## src/rtl/burst_addr_pkg.sv

```systemverilog
package burst_addr_pkg;
  typedef enum logic [1:0] {
    OP_HOLD  = 2'd0,
    OP_STEP  = 2'd1,
    OP_LOAD  = 2'd2,
    OP_CLEAR = 2'd3
  } bac_op_e;
endpackage

```

## src/rtl/bac_decode.sv

```systemverilog
module bac_decode
  import burst_addr_pkg::*;
(
  input  logic    clr_n,
  input  logic    ld_n,
  input  logic    inc_n,
  output bac_op_e op
);
  // Fixed priority: clear, then load, then step, else hold.
  always_comb begin
    if (!clr_n)      op = OP_CLEAR;
    else if (!ld_n)  op = OP_LOAD;
    else if (!inc_n) op = OP_STEP;
    else             op = OP_HOLD;
  end
endmodule

```

## src/rtl/bac_next.sv

```systemverilog
module bac_next
  import burst_addr_pkg::*;
#(
  parameter int ADDR_W = 17
) (
  input  bac_op_e           op,
  input  logic [ADDR_W-1:0] cur,
  input  logic [ADDR_W-1:0] ext,
  output logic [ADDR_W-1:0] nxt
);
  localparam logic [ADDR_W-1:0] ONE = ADDR_W'(1);

  always_comb begin
    unique case (op)
      OP_CLEAR: nxt = '0;
      OP_LOAD:  nxt = ext;
      OP_STEP:  nxt = cur + ONE;  // natural wrap at all-ones
      default:  nxt = cur;
    endcase
  end
endmodule

```

## src/rtl/bac_reg.sv

```systemverilog
module bac_reg #(
  parameter int ADDR_W = 17
) (
  input  logic              clk,
  input  logic              rst,
  input  logic [ADDR_W-1:0] d,
  output logic [ADDR_W-1:0] q
);
  always_ff @(posedge clk) begin
    if (rst) q <= '0;
    else     q <= d;
  end
endmodule

```

## src/rtl/burst_addr_counter.sv

```systemverilog
module burst_addr_counter
  import burst_addr_pkg::*;
#(
  parameter int ADDR_W = 17
) (
  input  logic              clk,
  input  logic              rst,
  input  logic [ADDR_W-1:0] ext_addr,
  input  logic              clr_n,
  input  logic              ld_n,
  input  logic              inc_n,
  output logic [ADDR_W-1:0] access_addr,
  output logic [ADDR_W-1:0] cnt_q
);
  bac_op_e           op;
  logic [ADDR_W-1:0] nxt;

  bac_decode u_dec (
    .clr_n (clr_n),
    .ld_n  (ld_n),
    .inc_n (inc_n),
    .op    (op)
  );

  bac_next #(.ADDR_W(ADDR_W)) u_nxt (
    .op  (op),
    .cur (cnt_q),
    .ext (ext_addr),
    .nxt (nxt)
  );

  bac_reg #(.ADDR_W(ADDR_W)) u_reg (
    .clk (clk),
    .rst (rst),
    .d   (nxt),
    .q   (cnt_q)
  );

  // The access of this cycle already uses the value being committed.
  assign access_addr = nxt;
endmodule

```

## config.mk

```make
export PLATFORM = sky130hd
export DESIGN_NAME = burst_addr_counter
export DESIGN_NICKNAME = d
export VERILOG_FILES = /design/src/rtl/burst_addr_pkg.sv /design/src/rtl/bac_decode.sv /design/src/rtl/bac_next.sv /design/src/rtl/bac_reg.sv /design/src/rtl/burst_addr_counter.sv
export SDC_FILE = /design/constraint.sdc
export NUM_CORES = 1
export LEC_CHECK = 0
export ABC_AREA = 1
export BUFFER_PORTS_ARGS = -buffer_cell sky130_fd_sc_hd__clkbuf_2
export CAP_MARGIN = 20
export CORE_MARGIN = 2
export CORE_UTILIZATION = 30
export CTS_BUF_LIST = sky130_fd_sc_hd__clkbuf_4 sky130_fd_sc_hd__clkbuf_8
export DETAILED_ROUTE_END_ITERATION = 8
export PLACE_DENSITY = 0.55
export SYNTH_ARGS = -nofsm -noshare
export SYNTH_HDL_FRONTEND = slang
export SYNTH_SLANG_ARGS = --single-unit
export TNS_END_PERCENT = 50
```

## constraint.sdc

```tcl
create_clock -name clk -period 1.8 [get_ports clk]
set_input_delay 0.45 -clock clk [delete_from_list [all_inputs] [get_ports clk]]
set_output_delay 0.45 -clock clk [all_outputs]
set_load 0.05 [all_outputs]
```

======== Word-level counts from Yosys, hierarchy flattened ========
Index checks and enable logic that the tools add are counted.
storage, ports and cells
  register bits ........................... 17
  output and inout port bits .............. 34
operators by class
  $add $sub $neg .......................... 1
  equality and inequality tests ........... 3
  multiplexer cells ....................... 4
operator list
  cell                     count
  $pmux W17 S3             1
  $add A17 B1 Y17 const B  1
  $eq A2 B2 Y1 const B     2
  $mux W2                  2
  $eq A2 B1 Y1 const B     1
  $mux W1                  1

======== Longest topological paths before layout ========
  depth in word-level cells ............... 5
  depth in mapped cells ................... 9
  gate-level depth less buffers ........... 9

======== By module ========
From an unflattened synthesis, not the netlist that was laid out.
unflattened totals
  cells, all modules ...................... 216
  area total of the unflattened synthesis .. 1244.9 sq um
modules (own cells, without submodules)
  module      seq. area each (sq um)  area an instance (sq um)  cells each  instances
  bac_next    0.0                     735.7                     159         1
  bac_reg     340.3                   494.2                     53          1
  bac_decode  0.0                     15.0                      4           1

======== Worst setup path after synthesis ========
Ideal clock, no wire load.
  path kind ............................... reg2out
  start point ............................. reg u_reg.q[1]
  end point ............................... out access_addr[16]
  cell stages (with the launch flop) ...... 10
  arrival ................................. 1.918 ns
  buffers on the path ..................... 0
  setup slack ............................. -0.568 ns
  cells stage by stage .................... dfxtp_1 > ha_1 > nand2_2 > nor2_4 > nand2_4 > o21ai_1 > nand3_1 > nand2_1 > nand2_1 > inv_1
on the way
  cells in the longest elaborated chain, start to end .. 2
ends and longest elaborated chain
  item                    line                      text
  start, declared         bac_reg.sv:7              output logic [ADDR_W-1:0] q
  start signal, assigned  bac_reg.sv:10             if (rst) q <= '0;
  start signal, assigned  bac_reg.sv:11             else q <= d;
  $add A17 B1 Y17         bac_next.sv:17            OP_STEP: nxt = cur + ONE;
  $pmux W17 S3            bac_next.sv:14            unique case (op)
  end, declared           burst_addr_counter.sv:12  output logic [ADDR_W-1:0] access_addr,
Every way passes these cells.

======== Worst setup path in the final report ========
  start point ............................. reg u_reg.q[0]
  end point ............................... out access_addr[16]
Same word-level chain as after synthesis.

==> reports/qor.log <==
qor: clock_tree.clockRootBuffer sky130_fd_sc_hd__clkbuf_8
qor: critical_path.cp_capture_type output port
qor: sta.min_period 2.11 ns
qor: critical_path.crit_path_frequent_cell sky130_fd_sc_hd__nand2_4
qor: layout.final_cell_area 2420 sq um
qor: layout.sequential_cell_area 393 sq um
qor: clock_tree.cts.sinks 17
qor: layout.flow.area_growth_from_synthesis 78.6%
qor: critical_path.crit_path_cell_trace ha_4, nand2_4, nor2_4, nand2_4, o21ai_2, nand3_1, nand2_1, nand2_2, clkinvlp_4, buf_12
qor: global_route.number_of_global_route_vias_before_repair 1588
qor: critical_path.cp_data_required_time 1.35 ns
qor: place.hpwl 3250 um
qor: sta.finalMaxSlewViolations 0
qor: place.gp_congestion 0.877
qor: critical_path.slowest_delay 0.38 ns
qor: worst_hold_path.hold_path.class primary input to register
qor: drt.dr_total_vias 1666
qor: drt.drt-total-wl 4280 um
qor: layout.registers.top_by_ff_count u_reg.q
qor: floorplan.ioPinCount 56
qor: drt.dr.max_layer_used met4
qor: critical_path.ff2ff_path_depth 10
qor: critical_path.crit_path_top_delay_cell sky130_fd_sc_hd__dfxtp_4
qor: clock_tree.number_of_buffers_on_the_longest_clock_path 2
qor: critical_path.startpoint u_reg.q[0]
qor: synthesis.syn_nets 233
qor: status.violated_checks negative setup slack
qor: drt.detailroute.wirelength.met2 2090 um
qor: floorplan.fp.dieW 71.3 um
qor: synthesis.synth.largest_area_cell sky130_fd_sc_hd__dfxtp_1
qor: drt.via_density_per_instance 4.82
qor: synthesis.synth.avg_cell_area 6.46 sq um
qor: critical_path.reg2reg_slack 0.36 ns
qor: drt.drt-pass1-iter-count 4
qor: layout.layout.cells.most_common sky130_fd_sc_hd__nand2_1
qor: global_route.grt_pass1_wl 7020 um
qor: clock_tree.tritoncts done
qor: critical_path.rr_endpoint u_reg.q[16]
qor: sta.timing.final.setup_violations 14
qor: global_route.total_global_routing_overflow 0
qor: drt.drc 0
qor: floorplan.floorplan.die_area 5080 sq um
qor: layout.final_layout_size_suffix_gt1_share 58.2%
qor: clock_tree.worst_setup_hold_path_clk_slew 0.07 ns
qor: pwr.power-per-cell-area 462 nW/um^2
qor: synthesis.netlist.area_leader.share 25.1%
qor: critical_path.critical_path_cell_count 10
qor: drt.dr.first_iter.drc_count 56
qor: critical_path.reg2reg_from u_reg.q[0]
qor: critical_path.timing.setup.critical_path_class register to output port
qor: synthesis.post_synth_instance_area 1360 sq um
qor: layout.area_of_the_multi_input_gates 1020 sq um
qor: place.port_buffers 55
qor: floorplan.core_region_area 4350 sq um
qor: synthesis.ys_ff_latch 17
qor: global_route.groute.usage.overall 17.1%
qor: layout.mostFrequentLayoutCells 56 x sky130_fd_sc_hd__nand2_1, 38 x sky130_fd_sc_hd__clkbuf_2, 26 x sky130_fd_sc_hd__buf_4, 24 x sky130_fd_sc_hd__inv_1
qor: sta.final.setup_skew 0.00312 ns
qor: pwr.vdd_drop_max 0.000273 V
qor: synthesis.ys_types 24
qor: critical_path.count_of_buffer_and_inverter_cells_on_the_critical_path 2
qor: drt.met1_length 1900 um
qor: critical_path.endpoint access_addr[16]
qor: critical_path.cp_top_family simple AND/OR/NAND/NOR gates
qor: clock_tree.cts-buffers-inserted 3
qor: sta.achievable-frequency 474 MHz
qor: synthesis.synth_area_leaders sky130_fd_sc_hd__dfxtp_1 25%, sky130_fd_sc_hd__nand2_1 17%, sky130_fd_sc_hd__nand3_1 9.2%
qor: floorplan.die_height 71.3 um
qor: sta.maxSlewHeadroom 80.0%
qor: clock_tree.htree_num_levels 1
qor: critical_path.critical_path.startpoint_type register
qor: floorplan.rows 24
qor: sta.worst_pin_slew 0.297 ns
qor: layout.antennaDiodeCount 0
qor: sta.grt_setup_unrepaired true
qor: layout.layout.filler_cells 406
qor: layout.final_net_count 318
qor: synthesis.ys_seq_area_share 25.1%
qor: drt.drt.antenna.violating_nets 0
qor: flow_run.maxCapViolCount 0
qor: place.postPlaceCellArea 2220 sq um
qor: critical_path.worst_ep_arrival_time 1.66 ns
qor: global_route.grt_start_max_net_pins 10
qor: place.place_ws -0.0970 ns
qor: layout.top_regs u_reg.q (17)
qor: synthesis.postSynthCellCount 210
qor: pwr.finalPower 1.12 mW
qor: sta.finalHoldViolations 0
qor: sta.final.setup.worst_slack -0.310 ns
qor: critical_path.critPathMaxFanout 5
qor: sta.timing.hold.ws 0.471 ns
qor: layout.largest_register_ffs 17
qor: synthesis.synth-warning-count 0
qor: global_route.grt_antenna_before_repair 0
qor: drt.route.met3.wl 203 um
qor: sta.post-route-period-util 117%
qor: floorplan.initial_utilization 31.2%
qor: drt.route.detailed.wl_per_inst 12.4 um
qor: pwr.power_leakage 1.27 nW
qor: status.status finished with violations
qor: clock_tree.clock_latency_on_the_worst_skew_pair 0.26 ns
==> power by group <==
part	internal, mW	switching, mW
clock	0.173	0.146
sequential	0.379	0.0243
combinational	0.168	0.231
total	0.720	0.401
==> cells in the mapped netlist (all sizes together) <==
master  count
nand2      74
nand3      34
inv        30
nor2       19
dfxtp      17
a31oi       8
and2        6
o21ai       6
buf         4
o21bai      4
a21oi       3
nand4       2
ha          1
nand3b      1
or2         1
==> through the flow <==
step / util (%) / std cells / TNS, ns
after floorplan: - / 210 / -0.122
after global placement: 51.0 / 334 / -0.354
after detailed placement: 51.0 / 334 / -0.611
after CTS: 53.9 / 342 / -2.72
after global routing: 55.7 / 346 / -4.10
final: 55.7 / 346 / -2.91
==> tightest hold or removal path, delay by kind of cell <==
| kind | cells | cell delay, ns |
|---|---|---|
| AO/OA/AOI/OAI | 1 | 0.08 |
| AND/OR/NAND/NOR | 1 | 0.08 |
| buffers and inverters | 1 | 0.08 |
==> cells by family after synthesis <==
| logic type | share of synthesized area (%) |
|---|---|
| flip-flops | 25.1 |
| adder cells (fa/ha/maj) | 0.922 |
| AND/OR/NAND/NOR | 53.8 |
| AO/OA/AOI/OAI | 10.3 |
| buffers and inverters | 9.86 |
==> how the worst min path moves through the flow <==
stage | from | end | slack, ns | depth (start not counted)
floorplan | u_reg.q[0] | u_reg.q[0] | 0.61 | 2
global route | ext_addr[1] | u_reg.q[1] | 0.50 | 3
global placement | u_reg.q[2] | u_reg.q[2] | 0.55 | 2
finish | ext_addr[6] | u_reg.q[6] | 0.47 | 3
CTS | ext_addr[6] | u_reg.q[6] | 0.47 | 3
detailed placement | u_reg.q[0] | u_reg.q[0] | 0.56 | 2
==> routing by layer <==
layer / global-route usage, % / up-vias
li1: - / 842
met1: 22.7 / 766
met2: 27.9 / 51
met3: 2.95 / 7
met4: 6.29 / 0
met5: 0 / -
==> what timing repair did <==
action	in CTS	in global routing
gates resized for setup	9	15
hold buffers	0	0
pin swaps	7	13
setup endpoints to repair	17	17
hold endpoints to repair	0	0
setup buffers	4	4
==> cell type report <==
class	instances	area share (%)
multi-input cells	159	42.1
repair buffers	84	32.0
inverters	30	4.95
clock buffers	4	2.01
flip-flops and latches	17	16.2
well taps	52	2.68
No activity file was read; power rests on OpenSTA's default activity.
